--- src/rtl/bus_arb_pkg.sv ---
package bus_arb_pkg;
  localparam int NM = 3;
  localparam int M_DMA = 0;
  localparam int M_SYS = 1;
  localparam int M_CPU = 2;
endpackage

--- src/rtl/arb_cfg_reg.sv ---
module arb_cfg_reg #(
  parameter int CFG_W = 8
) (
  input  logic             clk_i,
  input  logic             rst_ni,
  input  logic             we_i,
  input  logic [CFG_W-1:0] wdata_i,
  output logic [CFG_W-1:0] cfg_o
);
  logic [CFG_W-1:0] cfg_q;

  always_ff @(posedge clk_i or negedge rst_ni) begin
    if (!rst_ni)   cfg_q <= '0;
    else if (we_i) cfg_q <= wdata_i;
  end

  assign cfg_o = cfg_q;

  a_r8_cfg_hold: assert property (@(posedge clk_i) disable iff (!rst_ni)
    !we_i |=> $stable(cfg_q));
endmodule

--- src/rtl/arb_dma_tenure.sv ---
module arb_dma_tenure #(
  parameter int CNT_W = 8
) (
  input  logic             clk_i,
  input  logic             rst_ni,
  input  logic             start_i,
  input  logic             beat_i,
  input  logic [CNT_W-1:0] count_i,
  output logic             active_o,
  output logic             hold_o
);
  logic [CNT_W-1:0] rem_q;
  logic             active_q;
  logic [CNT_W-1:0] load_val;
  logic             last_beat;

  assign load_val  = (count_i == '0) ? CNT_W'(1) : count_i;
  assign last_beat = active_q && beat_i && (rem_q == CNT_W'(1));

  always_ff @(posedge clk_i or negedge rst_ni) begin
    if (!rst_ni) begin
      rem_q    <= '0;
      active_q <= 1'b0;
    end else if (start_i) begin
      rem_q    <= load_val;
      active_q <= 1'b1;
    end else if (active_q && beat_i) begin
      rem_q <= rem_q - CNT_W'(1);
      if (last_beat) active_q <= 1'b0;
    end
  end

  assign active_o = active_q;
  assign hold_o   = active_q && !last_beat;

  a_r3_rem_live: assert property (@(posedge clk_i) disable iff (!rst_ni)
    active_q |-> (rem_q != '0));
  a_r7_rem_frozen: assert property (@(posedge clk_i) disable iff (!rst_ni)
    (active_q && !beat_i && !start_i) |=> $stable(rem_q));
endmodule

--- src/rtl/arb_grant_sel.sv ---
module arb_grant_sel
  import bus_arb_pkg::*;
(
  input  logic [NM-1:0] req_i,
  input  logic          promo_i,
  input  logic          hold_i,
  input  logic          yield_i,
  output logic [NM-1:0] nxt_o
);
  always_comb begin
    nxt_o = '0;
    if (promo_i || yield_i) begin
      nxt_o[M_CPU] = 1'b1;
    end else if (hold_i) begin
      nxt_o[M_DMA] = 1'b1;
    end else begin
      nxt_o[M_CPU] = 1'b1;
      for (int i = NM - 1; i >= 0; i--) begin
        if (req_i[i]) begin
          nxt_o    = '0;
          nxt_o[i] = 1'b1;
        end
      end
    end
  end
endmodule

--- src/rtl/bus_prio_arbiter.sv ---
module bus_prio_arbiter
  import bus_arb_pkg::*;
#(
  parameter int CNT_W     = 8,
  parameter int CFG_W     = 8,
  parameter int PROMO_BIT = 1
) (
  input  logic             clk_i,
  input  logic             rst_ni,
  input  logic             dma_req_i,
  input  logic             sys_req_i,
  input  logic             cpu_req_i,
  input  logic             dma_block_i,
  input  logic [CNT_W-1:0] dma_count_i,
  input  logic             cpu_fiq_i,
  input  logic             cfg_we_i,
  input  logic [CFG_W-1:0] cfg_wdata_i,
  output logic [NM-1:0]    gnt_o,
  output logic             busy_o
);
  logic [CFG_W-1:0] cfg_q;
  logic [NM-1:0]    gnt_q, nxt, req;
  logic             promo, pkt_yield, blk_active, blk_hold, blk_start;

  assign req = {cpu_req_i, sys_req_i, dma_req_i};

  arb_cfg_reg #(.CFG_W(CFG_W)) u_cfg (
    .clk_i(clk_i), .rst_ni(rst_ni), .we_i(cfg_we_i),
    .wdata_i(cfg_wdata_i), .cfg_o(cfg_q)
  );

  assign promo     = cfg_q[PROMO_BIT] && cpu_fiq_i && cpu_req_i;
  // packet beat just ended and the CPU waits: hand over for one cycle
  assign pkt_yield = gnt_q[M_DMA] && !blk_active && dma_req_i && cpu_req_i;
  assign blk_start = nxt[M_DMA] && !blk_hold && dma_block_i;

  arb_dma_tenure #(.CNT_W(CNT_W)) u_ten (
    .clk_i(clk_i), .rst_ni(rst_ni), .start_i(blk_start),
    .beat_i(gnt_q[M_DMA]), .count_i(dma_count_i),
    .active_o(blk_active), .hold_o(blk_hold)
  );

  arb_grant_sel u_sel (
    .req_i(req), .promo_i(promo), .hold_i(blk_hold),
    .yield_i(pkt_yield), .nxt_o(nxt)
  );

  always_ff @(posedge clk_i or negedge rst_ni) begin
    if (!rst_ni) gnt_q <= NM'(1) << M_CPU;
    else         gnt_q <= nxt;
  end

  assign gnt_o  = gnt_q;
  assign busy_o = blk_active;

  a_r1_onehot: assert property (@(posedge clk_i) disable iff (!rst_ni)
    $countones(gnt_o) == 1);
  a_r6_promo_wins: assert property (@(posedge clk_i) disable iff (!rst_ni)
    promo |=> gnt_o[M_CPU]);
  a_r4_pkt_yield: assert property (@(posedge clk_i) disable iff (!rst_ni)
    (gnt_o[M_DMA] && !busy_o && dma_req_i && cpu_req_i) |=> gnt_o[M_CPU]);
  a_r3_busy_owner: assert property (@(posedge clk_i) disable iff (!rst_ni)
    busy_o |-> (gnt_o[M_DMA] || gnt_o[M_CPU]));
  a_r5_pkt_stream: assert property (@(posedge clk_i) disable iff (!rst_ni)
    (dma_req_i && !cpu_req_i) |=> gnt_o[M_DMA]);
endmodule

--- config.mk ---
export PLATFORM = sky130hd
export DESIGN_NAME = bus_prio_arbiter
export DESIGN_NICKNAME = d
export VERILOG_FILES = /design/src/rtl/bus_arb_pkg.sv /design/src/rtl/arb_cfg_reg.sv /design/src/rtl/arb_dma_tenure.sv /design/src/rtl/arb_grant_sel.sv /design/src/rtl/bus_prio_arbiter.sv
export SDC_FILE = /design/constraint.sdc
export NUM_CORES = 1
export LEC_CHECK = 0
export ABC_AREA = 1
export BUFFER_PORTS_ARGS = -buffer_cell sky130_fd_sc_hd__buf_4
export CAP_MARGIN = 0
export CELL_PAD_IN_SITES_DETAIL_PLACEMENT = 2
export CELL_PAD_IN_SITES_GLOBAL_PLACEMENT = 2
export CORE_UTILIZATION = 26
export DETAILED_ROUTE_END_ITERATION = 7
export MAX_ROUTING_LAYER = met4
export PLACE_DENSITY = 0.7
export SLEW_MARGIN = 20
export SYNTH_ARGS = -nofsm -noshare
export SYNTH_HDL_FRONTEND = slang
export SYNTH_HIERARCHICAL = 1
export SYNTH_SLANG_ARGS = --single-unit
--- constraint.sdc ---
create_clock -name clk_i -period 1.9 [get_ports clk_i]
set_input_delay 0 -clock clk_i [delete_from_list [all_inputs] [get_ports clk_i]]
set_output_delay 0 -clock clk_i [all_outputs]
set_load 0.03 [all_outputs]
=== Word level (Yosys, flattened, before mapping) ===
Cells that the tools add are included.

* Div/mod/pow operators: 0
* $mul: 0
* Reductions and logical operators: 18
* $lt $le $gt $ge: 0
* Shifts and indexed selects: 0
* Add/subtract/negate cells: 1
* Bitwise operators: 0
* Eq/ne operators: 1
* Mux-type cells: 12

{| class="wikitable"
|+ Operators by type and width
! kind !! count
|-
| 2-to-1 mux 8 bit || 3
|-
| logical AND 1 bit || 10
|-
| == test 8 x 1 -> 1 bit (second input constant) || 1
|-
| zero test 8 bit || 1
|-
| subtractor 8 x 1 -> 8 bit (second input constant) || 1
|-
| 2-to-1 mux 3 bit || 2
|-
| 2-to-1 mux 1 bit || 5
|-
| 2-to-1 mux 2 bit || 2
|-
| nonzero test 2 bit || 2
|-
| zero test 1 bit || 3
|-
| AND reduction 2 bit || 1
|-
| logical OR 1 bit || 1
|}

* Memory bits (read-only): 0
* Memories kept: 0
* Output and inout port bits: 4
* Input bits: 24
* Bits in latches: 0
* Bits in writable memories: 0
* Register bits after elaboration: 14

=== Logic depth before layout (Yosys ltp) ===
Gate-level depths: netlist of the first run.

* Word-level depth: 10
* Gate-level depth with buffers: 17
* Gate-level depth less buffers: 17

=== Cells and area by module ===
The synthesis of the first run kept the hierarchy.

{| class="wikitable"
|+ By module, submodules not included
! module !! sequential area each (sq um) !! cells each !! area an instance (sq um) !! instances
|-
| arb_dma_tenure || 225.2 || 87 || 631.9 || 1
|-
| arb_cfg_reg || 200.2 || 34 || 305.3 || 1
|-
| bus_prio_arbiter || 76.3 || 12 || 110.1 || 1
|-
| arb_grant_sel || 0.0 || 10 || 43.8 || 1
|}

=== Least setup slack after synthesis of the first run ===
No wires, ideal clock.

* Kind: flip-flop to flip-flop
* From: register u_ten.active_q (netlist: u_ten/active_o)
* To: register u_ten.rem_q[0]
* Setup time: 0.123 ns
* Setup slack: -0.009 ns
* Period minus slack after synthesis: 1.909 ns
* Cell stages (with the launch flop): 16
* Arrival: 1.785 ns
* Path buffers: 1
* Cells stage by stage: dfrtp_1 > nand2_2 > nor2_1 > nand2_1 > nand2_1 > inv_1 > inv_1 > nand2_1 > and2_2 > nand2_1 > nor2_1 > buf_6 > nor2_4 > nand2_1 > o21ai_0 > a21oi_1

* Cells in the longest elaborated chain, start to end: 9
* Elaborated cells between the ends (all ways): 16

{| class="wikitable"
|+ RTL lines
! element !! RTL line !! source
|-
| start: declaration || arb_dma_tenure.sv:13 || <nowiki>logic active_q;</nowiki>
|-
| start signal: assignment || arb_dma_tenure.sv:23 || <nowiki>active_q <= 1'b0;</nowiki>
|-
| start signal: assignment || arb_dma_tenure.sv:26 || <nowiki>active_q <= 1'b1;</nowiki>
|-
| start signal: assignment || arb_dma_tenure.sv:29 || <nowiki>if (last_beat) active_q <= 1'b0;</nowiki>
|-
| logical AND 1 bit (2 in series) || arb_dma_tenure.sv:18 || <nowiki>assign last_beat = active_q && beat_i && (rem_q == CNT_W'(1));</nowiki>
|-
| zero test 1 bit || arb_dma_tenure.sv:34 || <nowiki>assign hold_o = active_q && !last_beat;</nowiki>
|-
| logical AND 1 bit (*) || arb_dma_tenure.sv:34 ||
|-
| named net blk_hold || bus_prio_arbiter.sv:23 || <nowiki>logic promo, pkt_yield, blk_active, blk_hold, blk_start;</nowiki>
|-
| 2-to-1 mux 1 bit (*) || arb_grant_sel.sv:14 || <nowiki>end else if (hold_i) begin</nowiki>
|-
| 2-to-1 mux 2 bit (*) || arb_grant_sel.sv:12 || <nowiki>if (promo_i || yield_i) begin</nowiki>
|-
| named net nxt[0] || bus_prio_arbiter.sv:22 || <nowiki>logic [NM-1:0] gnt_q, nxt, req;</nowiki>
|-
| logical AND 1 bit (*) (2 in series) || bus_prio_arbiter.sv:35 || <nowiki>assign blk_start = nxt[M_DMA] && !blk_hold && dma_block_i;</nowiki>
|-
| named net blk_start || bus_prio_arbiter.sv:23 ||
|-
| 2-to-1 mux 8 bit / nonzero test 2 bit (equally long branches) || - ||
|-
| end signal: assignment || arb_dma_tenure.sv:25 || <nowiki>rem_q <= load_val;</nowiki>
|-
| end signal: assignment || arb_dma_tenure.sv:28 || <nowiki>rem_q <= rem_q - CNT_W'(1);</nowiki>
|-
| end: declaration || arb_dma_tenure.sv:12 || <nowiki>logic [CNT_W-1:0] rem_q;</nowiki>
|}

Mark *: on every way through the listed nets, which the timed path passes. The rest lies on a longest branch.
A chain may end at the register's enable or synchronous reset.

=== Final worst setup path of the first run ===
* From: register u_ten.rem_q[1]
* To: register u_ten.rem_q[2]

* Cells in the longest elaborated chain, start to end: 9
* Elaborated cells between the ends (all ways): 13

{| class="wikitable"
|+ RTL lines
! element !! RTL line
|-
| == test 8 x 1 -> 1 bit (*) || arb_dma_tenure.sv:18
|-
| logical AND 1 bit (*) || arb_dma_tenure.sv:18
|-
| zero test 1 bit (*) || arb_dma_tenure.sv:34
|-
| logical AND 1 bit (*) || arb_dma_tenure.sv:34
|-
| named net blk_hold || bus_prio_arbiter.sv:23
|-
| 2-to-1 mux 1 bit (*) || arb_grant_sel.sv:14
|-
| 2-to-1 mux 2 bit (*) || arb_grant_sel.sv:12
|-
| named net nxt[0] || bus_prio_arbiter.sv:22
|-
| logical AND 1 bit (*) (2 in series) || bus_prio_arbiter.sv:35
|-
| named net blk_start || bus_prio_arbiter.sv:23
|-
| 2-to-1 mux 8 bit / nonzero test 2 bit (equally long branches) || -
|}

Mark *: on every way through the listed nets, which the timed path passes. The rest lies on a longest branch. The select of a mux whose other input is x is not followed.

==> metrics.md, run 1 <==
| Metric | Value |
|---|---|
| Fin. Hold Viols | `0` |
| Post-Place Cell Area | `roughly 0.0011 sq mm` |
| WP data arrival | `between 2000 and 2500 ps` |
| Worst hold start | `dma_count_i[6]` |
| Max Root-Sink Buffers | `2` |
| TritonCTS clock tree | `done` |
| Synthesized net count | `around 140` |
| Vias | `992` |
| Die area | `between 0.003 and 0.004 sq mm` |
| Residual DRC | `0` |
| Drt initial violations | `6` |
| Dpl ws | `-151.4 ps` |
| Wirelength per Cell | `17.81 microns` |
| Post-DP HPWL | `2349 microns` |
| # fillers | `360` |
| Fin crit share | `104.9%` |
| Total gr overflow | `0` |
| RSZ-0062 raised after global routing | `true` |
| Initial antenna violation count | `0` |
| Routed WL | `around 3800 microns` |
| Minimum clock period after layout | `approximately 2000 ps` |
| Design area | `approximately 0.0015 sq mm` |
| Worst-path clk slew | `90 ps` |
| Setup TNS | `-257.9 ps` |
| CTS sink cnt | `13` |
| Synth Area per Inst | `7.279 sq um` |
| Total CTS buffers | `3` |
| Die X-Extent | `between 50 and 60 microns` |
| Final core occ | `47.50%` |
| Overall die height | `between 50 and 60 microns` |
| Multi-input logic area | `around 510 sq um` |
| Status | `complete, but fails checks` |
| Dpl cells | `194` |
| Layout Area Growth over Synthesis | `73.24%` |
| Latest clock arrival within the worst-skew pair | `290 ps` |
| GP Congestion | `0.7933` |
| # H-tree levels | `1` |
| WS Path Type | `reg -> reg` |
| Maxcap violations | `0` |
| Warning count from the yosys run | `6` |
| RR Startpoint | `u_ten/rem_q[1]$_DFFE_PN0P_` |
| Total power | `between 2 and 2.5 mW` |
| Drt first pass iters | `4` |
| CP Launch Point | `u_ten/rem_q[1]$_DFFE_PN0P_` |
| CP max FO | `4` |
| First-pass GRT wire length | `5720 microns` |
| Final ANT Viol Nets | `0` |
| Final setup viols | `6` |
| Failing checks | `setup timing` |
| Leakage | `about 0.72 nW` |
| Largest net degree at the start of global routing | `14` |
| Core area | `~0.003 sq mm` |
| Clock root buffer | `clkbuf_4` |
| Setup Skew | `between 1.5 and 2 ps` |
| Core Rows | `20` |
| Port buffer count | `20` |
| Seq. cell area | `approximately 330 sq um` |
| Slew Viols, Final | `0` |
| Pwr dens | `1517 mW/mm^2` |
| Hold slack final | `21.89 ps` |
| Tot GR Track Use | `24.30%` |
| Crit. End Element | `flop` |
| Peak VDD IR | `around 540 uV` |
| Relative slew slack | `78.82%` |
| Vias in the first global route | `about 1100` |
| Syn Inst Count | `115` |
| Share of layout cells above drive strength 1 | `roughly half` |
| Worst setup margin | `-93.88 ps` |
| Layout Nets | `slightly below 200` |
| Hold Path Class | `in -> reg` |
| Num ports | `28` |
| ANT cells | `0` |
| Startpoint Class | `flop` |
| Non-filler cells, final | `216` |
| Fmax | `between 0.5 and 0.6 GHz` |
| Via density | `about 4.6` |
| Synth Cell Area | `837.1 sq um` |
| Crit path required time | `2100 ps` |
| Worst Max-Slew Pin Slew | `around 320 ps` |
| Initial Utilization | `27.42%` |
## final timing paths
kind,to,cells after the start,slack [ps]
worst max-delay path,u_ten/rem_q[2]$_DFFE_PN0P_,16,-90
worst min-delay path,u_ten/rem_q[6]$_DFFE_PN0P_,5,20
worst max register to register,u_ten/rem_q[2]$_DFFE_PN0P_,16,-90
worst min register to register,u_ten/rem_q[4]$_DFFE_PN0P_,2,580
max in group asynchronous,gnt_o[2]$_DFF_PN1_,2,1570
min in group asynchronous,u_ten/rem_q[7]$_DFFE_PN0P_,2,90
## flip-flops by register name, summed over array words and instances, names as in the netlist
name and cells:
u_cfg/cfg_o 1, u_ten/rem_q 8, u_ten/active_o 1, gnt_o 3
## power breakdown
| part | internal [mW] | switching [mW] | total, mW |
|---|---|---|---|
| Sequential | 0.393 | 0.0922 | 0.485 |
| Clock | 0.0817 | 0.109 | 0.191 |
| Combinational | 0.654 | 0.869 | 1.52 |
| Total | 1.13 | 1.07 | 2.20 |
## critical path, cell delays in order, from the launching register on
cell,delay [ps]
dfrtp_1,400
inv_2,80
ha_4,130
nand3_2,80
nor2_2,100
nand2_1,80
nand2_2,80
inv_2,40
inv_2,60
nand2_2,50
and2_4,140
nand2_4,60
nor2_4,40
buf_6,110
nor2_4,170
o21ai_0,150
o211ai_1,130
## routing by layer
metal  track usage (%)  vias up  share of wire (%)
li1                  -      473                  -
met1             30.79      500                 43
met2             40.26       14                 54
met3             1.978        5                1.7
met4             9.184        0                1.4
met5                 -        -                  0
## area by class of cell
type	count	area share [%]
clock buffers	4	1.812
inverters	18	4.659
multi-input cells	82	35.38
flip-flops and latches	13	22.61
well taps	44	3.796
repair buffers	55	31.75
## what timing repair did
item                                    in CTS  in global routing
gates resized for setup                     14                 18
buffers inserted                             1                  4
cloned                                       0                  0
hold endpoints to repair                    23                  0
hold buffers                                13                  0
pin swaps                                    3                  9
endpoints found under the setup margin       8                  9
## cell usage in the layout, fill, tap and decap left out
master         instances
buf_4                 38
nand2_1               25
dlygate4sd3_1         13
inv_1                 11
nor2_1                11
dfrtp_1               11
nand3_1                9
inv_2                  7
nand2_2                7
nand3_2                6
nor2_2                 5
nor2_4                 4
buf_6                  4
clkbuf_4               3
o21ai_0                3
nand2_4                2
clkbuf_1               1
dfstp_2                1
and2_4                 1
nand4_1                1
nand3_4                1
o211ai_1               1
o221ai_2               1
nor3_1                 1
o21ai_2                1
a21oi_2                1
ha_1                   1
ha_4                   1
dfrtp_2                1
No activity file was read; power rests on OpenSTA's default activity.
==> run 2: changes to the inputs <==
- RECOVER_POWER: default -> 25
==> metrics.md, run 2 (synthesis gave the netlist of run 1 again) <==
| Metric | Value |
|---|---|
| Status | `complete, but fails checks` |
| Failing checks | `setup timing` |
| Vias | `992 (unchanged)` |
| Final core occ | `47.38% (-0.12 points)` |
| Crit. End Element | `flop` |
| Pwr dens | `1520 mW/mm^2 (+0.21%)` |
| Fmax | `0.5015 GHz (unchanged)` |
| WP data arrival | `2190 ps (about the same)` |
| Post-DP HPWL | `2349 microns (unchanged)` |
| Relative slew slack | `48.27% (-31 points)` |
| Core area | `0.003053 sq mm (unchanged)` |
| Slew Viols, Final | `0 (unchanged)` |
| Non-filler cells, final | `216 (unchanged)` |
| Latest clock arrival within the worst-skew pair | `290 ps (about the same)` |
| Most frequent cells in the layout | `buf_4 (37), nand2_1 (25), dlygate4sd3_1 (13)` |
| Hold EP | `u_ten/rem_q[6]$_DFFE_PN0P_` |
| # fillers | `360 (unchanged)` |
| Setup TNS | `-257.9 ps (unchanged)` |
| Total gr overflow | `0 (unchanged)` |
| Final ANT Viol Nets | `0 (unchanged)` |
| Fin crit share | `104.9% (unchanged)` |
| Layout Nets | `199 (unchanged)` |
| TritonCTS clock tree | `done` |
| Clock root buffer | `clkbuf_4` |
| Wirelength per Cell | `17.80 microns (about the same)` |
| Die X-Extent | `58.74 microns (unchanged)` |
| Initial antenna violation count | `0 (unchanged)` |
| Routed WL | `3845 microns (about the same)` |
| Startpoint Class | `flop` |
| CP max FO | `4 (unchanged)` |
| RSZ-0062 raised after global routing | `true` |
| Global Route met2 Usage | `40.26% (unchanged)` |
| Worst setup margin | `-93.88 ps (unchanged)` |
| Global-route track usage on met1 | `30.79% (unchanged)` |
| Hold Path Class | `in -> reg` |
| WS Path Type | `reg -> reg` |
| Setup Skew | `1.503 ps (unchanged)` |
| Worst hold start | `dma_count_i[6]` |
| Total CTS buffers | `3 (unchanged)` |
| Max Root-Sink Buffers | `2 (unchanged)` |
| Initial Utilization | `27.42% (unchanged)` |
| Tot GR Track Use | `24.30% (unchanged)` |
| Overall die height | `58.74 microns (unchanged)` |
| GP Congestion | `0.7933 (unchanged)` |
| Drt initial violations | `6 (unchanged)` |
| Met3 Use GR | `1.978% (unchanged)` |
| Drt first pass iters | `4 (unchanged)` |
| Worst Max-Slew Pin Slew | `775.9 ps (+458.6 ps)` |
| Peak VDD IR | `535.9 uV (about the same)` |
| Die area | `0.003450 sq mm (unchanged)` |
| Dpl cells | `194 (unchanged)` |
| # H-tree levels | `1 (unchanged)` |
| Fin. Hold Viols | `0 (unchanged)` |
| CTS sink cnt | `13 (unchanged)` |
| First-pass GRT wire length | `5720 microns (unchanged)` |
| Largest net degree at the start of global routing | `14 (unchanged)` |
| Leakage | `0.7185 nW (-0.50%)` |
| Minimum clock period after layout | `1994 ps (unchanged)` |
| Top reg by flops | `u_ten/rem_q` |
| Worst-path clk slew | `90 ps (about the same)` |
| Layout Area Growth over Synthesis | `72.80%` |
| Crit path required time | `2100 ps (about the same)` |
| Number of cells on the worst hold path | `5 (unchanged)` |
| ANT cells | `0 (unchanged)` |
| R2R cell count | `16 (unchanged)` |
| Hold slack final | `21.89 ps (unchanged)` |
| Num ports | `28 (unchanged)` |
| Most common cell after layout, fill and taps aside | `buf_4` |
| R2r setup slk | `-90 ps (about the same)` |
| Via density | `4.593 (unchanged)` |
| Port buffer count | `20 (unchanged)` |
| GR peak layer | `met2` |
| RR Endpoint | `u_ten/rem_q[2]$_DFFE_PN0P_` |
| Core Rows | `20 (unchanged)` |
| Maxcap violations | `0 (unchanged)` |
| Vias in the first global route | `1062 (unchanged)` |
| Residual DRC | `0 (unchanged)` |
| Final setup viols | `6 (unchanged)` |
| Share of layout cells above drive strength 1 | `48.26% (-0.58 points)` |
| Max reg flops | `8 (unchanged)` |
| RR Startpoint | `u_ten/rem_q[1]$_DFFE_PN0P_` |
| Dpl ws | `-151.4 ps (unchanged)` |
run 2: area by class of cell:
type	count	area, sq um	share of cell area, %
multi-input cells	82	513.0	35.47
repair buffers	55	456.7	31.57
flip-flops and latches	13	327.8	22.66
inverters	18	67.56	4.671
well taps	44	55.05	3.806
clock buffers	4	26.28	1.817
run 2: worst max-delay path by stage:
stage                                     startpoint                         end  slack [ps]  cells past startpoint
final                     u_ten/rem_q[1]$_DFFE_PN0P_  u_ten/rem_q[2]$_DFFE_PN0P_         -90                     16
after global placement    u_ten/rem_q[6]$_DFFE_PN0P_  u_ten/rem_q[0]$_DFFE_PN0P_         -30                     15
after floorplan                   gnt_o[0]$_DFF_PN0_  u_ten/rem_q[0]$_DFFE_PN0P_          10                     15
after CTS                 u_ten/rem_q[6]$_DFFE_PN0P_  u_ten/rem_q[6]$_DFFE_PN0P_          20                     17
after detailed placement  u_ten/rem_q[6]$_DFFE_PN0P_  u_ten/rem_q[0]$_DFFE_PN0P_        -150                     15
after global routing      u_ten/rem_q[1]$_DFFE_PN0P_  u_ten/rem_q[2]$_DFFE_PN0P_        -150                     16
run 2: metrics by stage:
| step | total power [mW] | area, sq um |
|---|---|---|
| after floorplan | 1.081 | 838.3 |
| after global placement | 1.545 | 1149 |
| after detailed placement | 1.598 | 1149 |
| after CTS | 1.902 | 1348 |
| after global routing | 2.318 | 1446 |
| final | 2.199 | 1446 |
run 2: layer usage:
metal	up-vias	wire, microns
li1	473	-
met2	14	2087
met3	5	65
met1	500	1639
met4	0	52
met5	-	0
run 2: power by group:
| part | total, mW | internal, mW | switching [mW] | leakage (nW) |
|---|---|---|---|---|
| combinational | 1.52 | 0.653 | 0.869 | 0.550 |
| clock | 0.191 | 0.0817 | 0.109 | 0.0150 |
| sequential | 0.485 | 0.393 | 0.0922 | 0.154 |
| total | 2.20 | 1.13 | 1.07 | 0.719 |
run 2: critical path, cell delays in order, from the launching register on:
cell	delay, ps
dfrtp_1	400
inv_2	80
ha_4	130
nand3_2	80
nor2_2	100
nand2_1	80
nand2_2	80
inv_2	40
inv_2	60
nand2_2	50
and2_4	140
nand2_4	60
nor2_4	40
buf_6	110
nor2_4	170
o21ai_0	150
o211ai_1	130
run 2: timing repair:
| item | CTS | global route |
|---|---|---|
| hold buffers | 13 | 0 |
| pin swaps | 3 | 9 |
| endpoints found under the setup margin | 8 | 9 |
| hold endpoints to repair | 23 | 0 |
| resized for setup | 14 | 18 |
| buffers inserted | 1 | 4 |
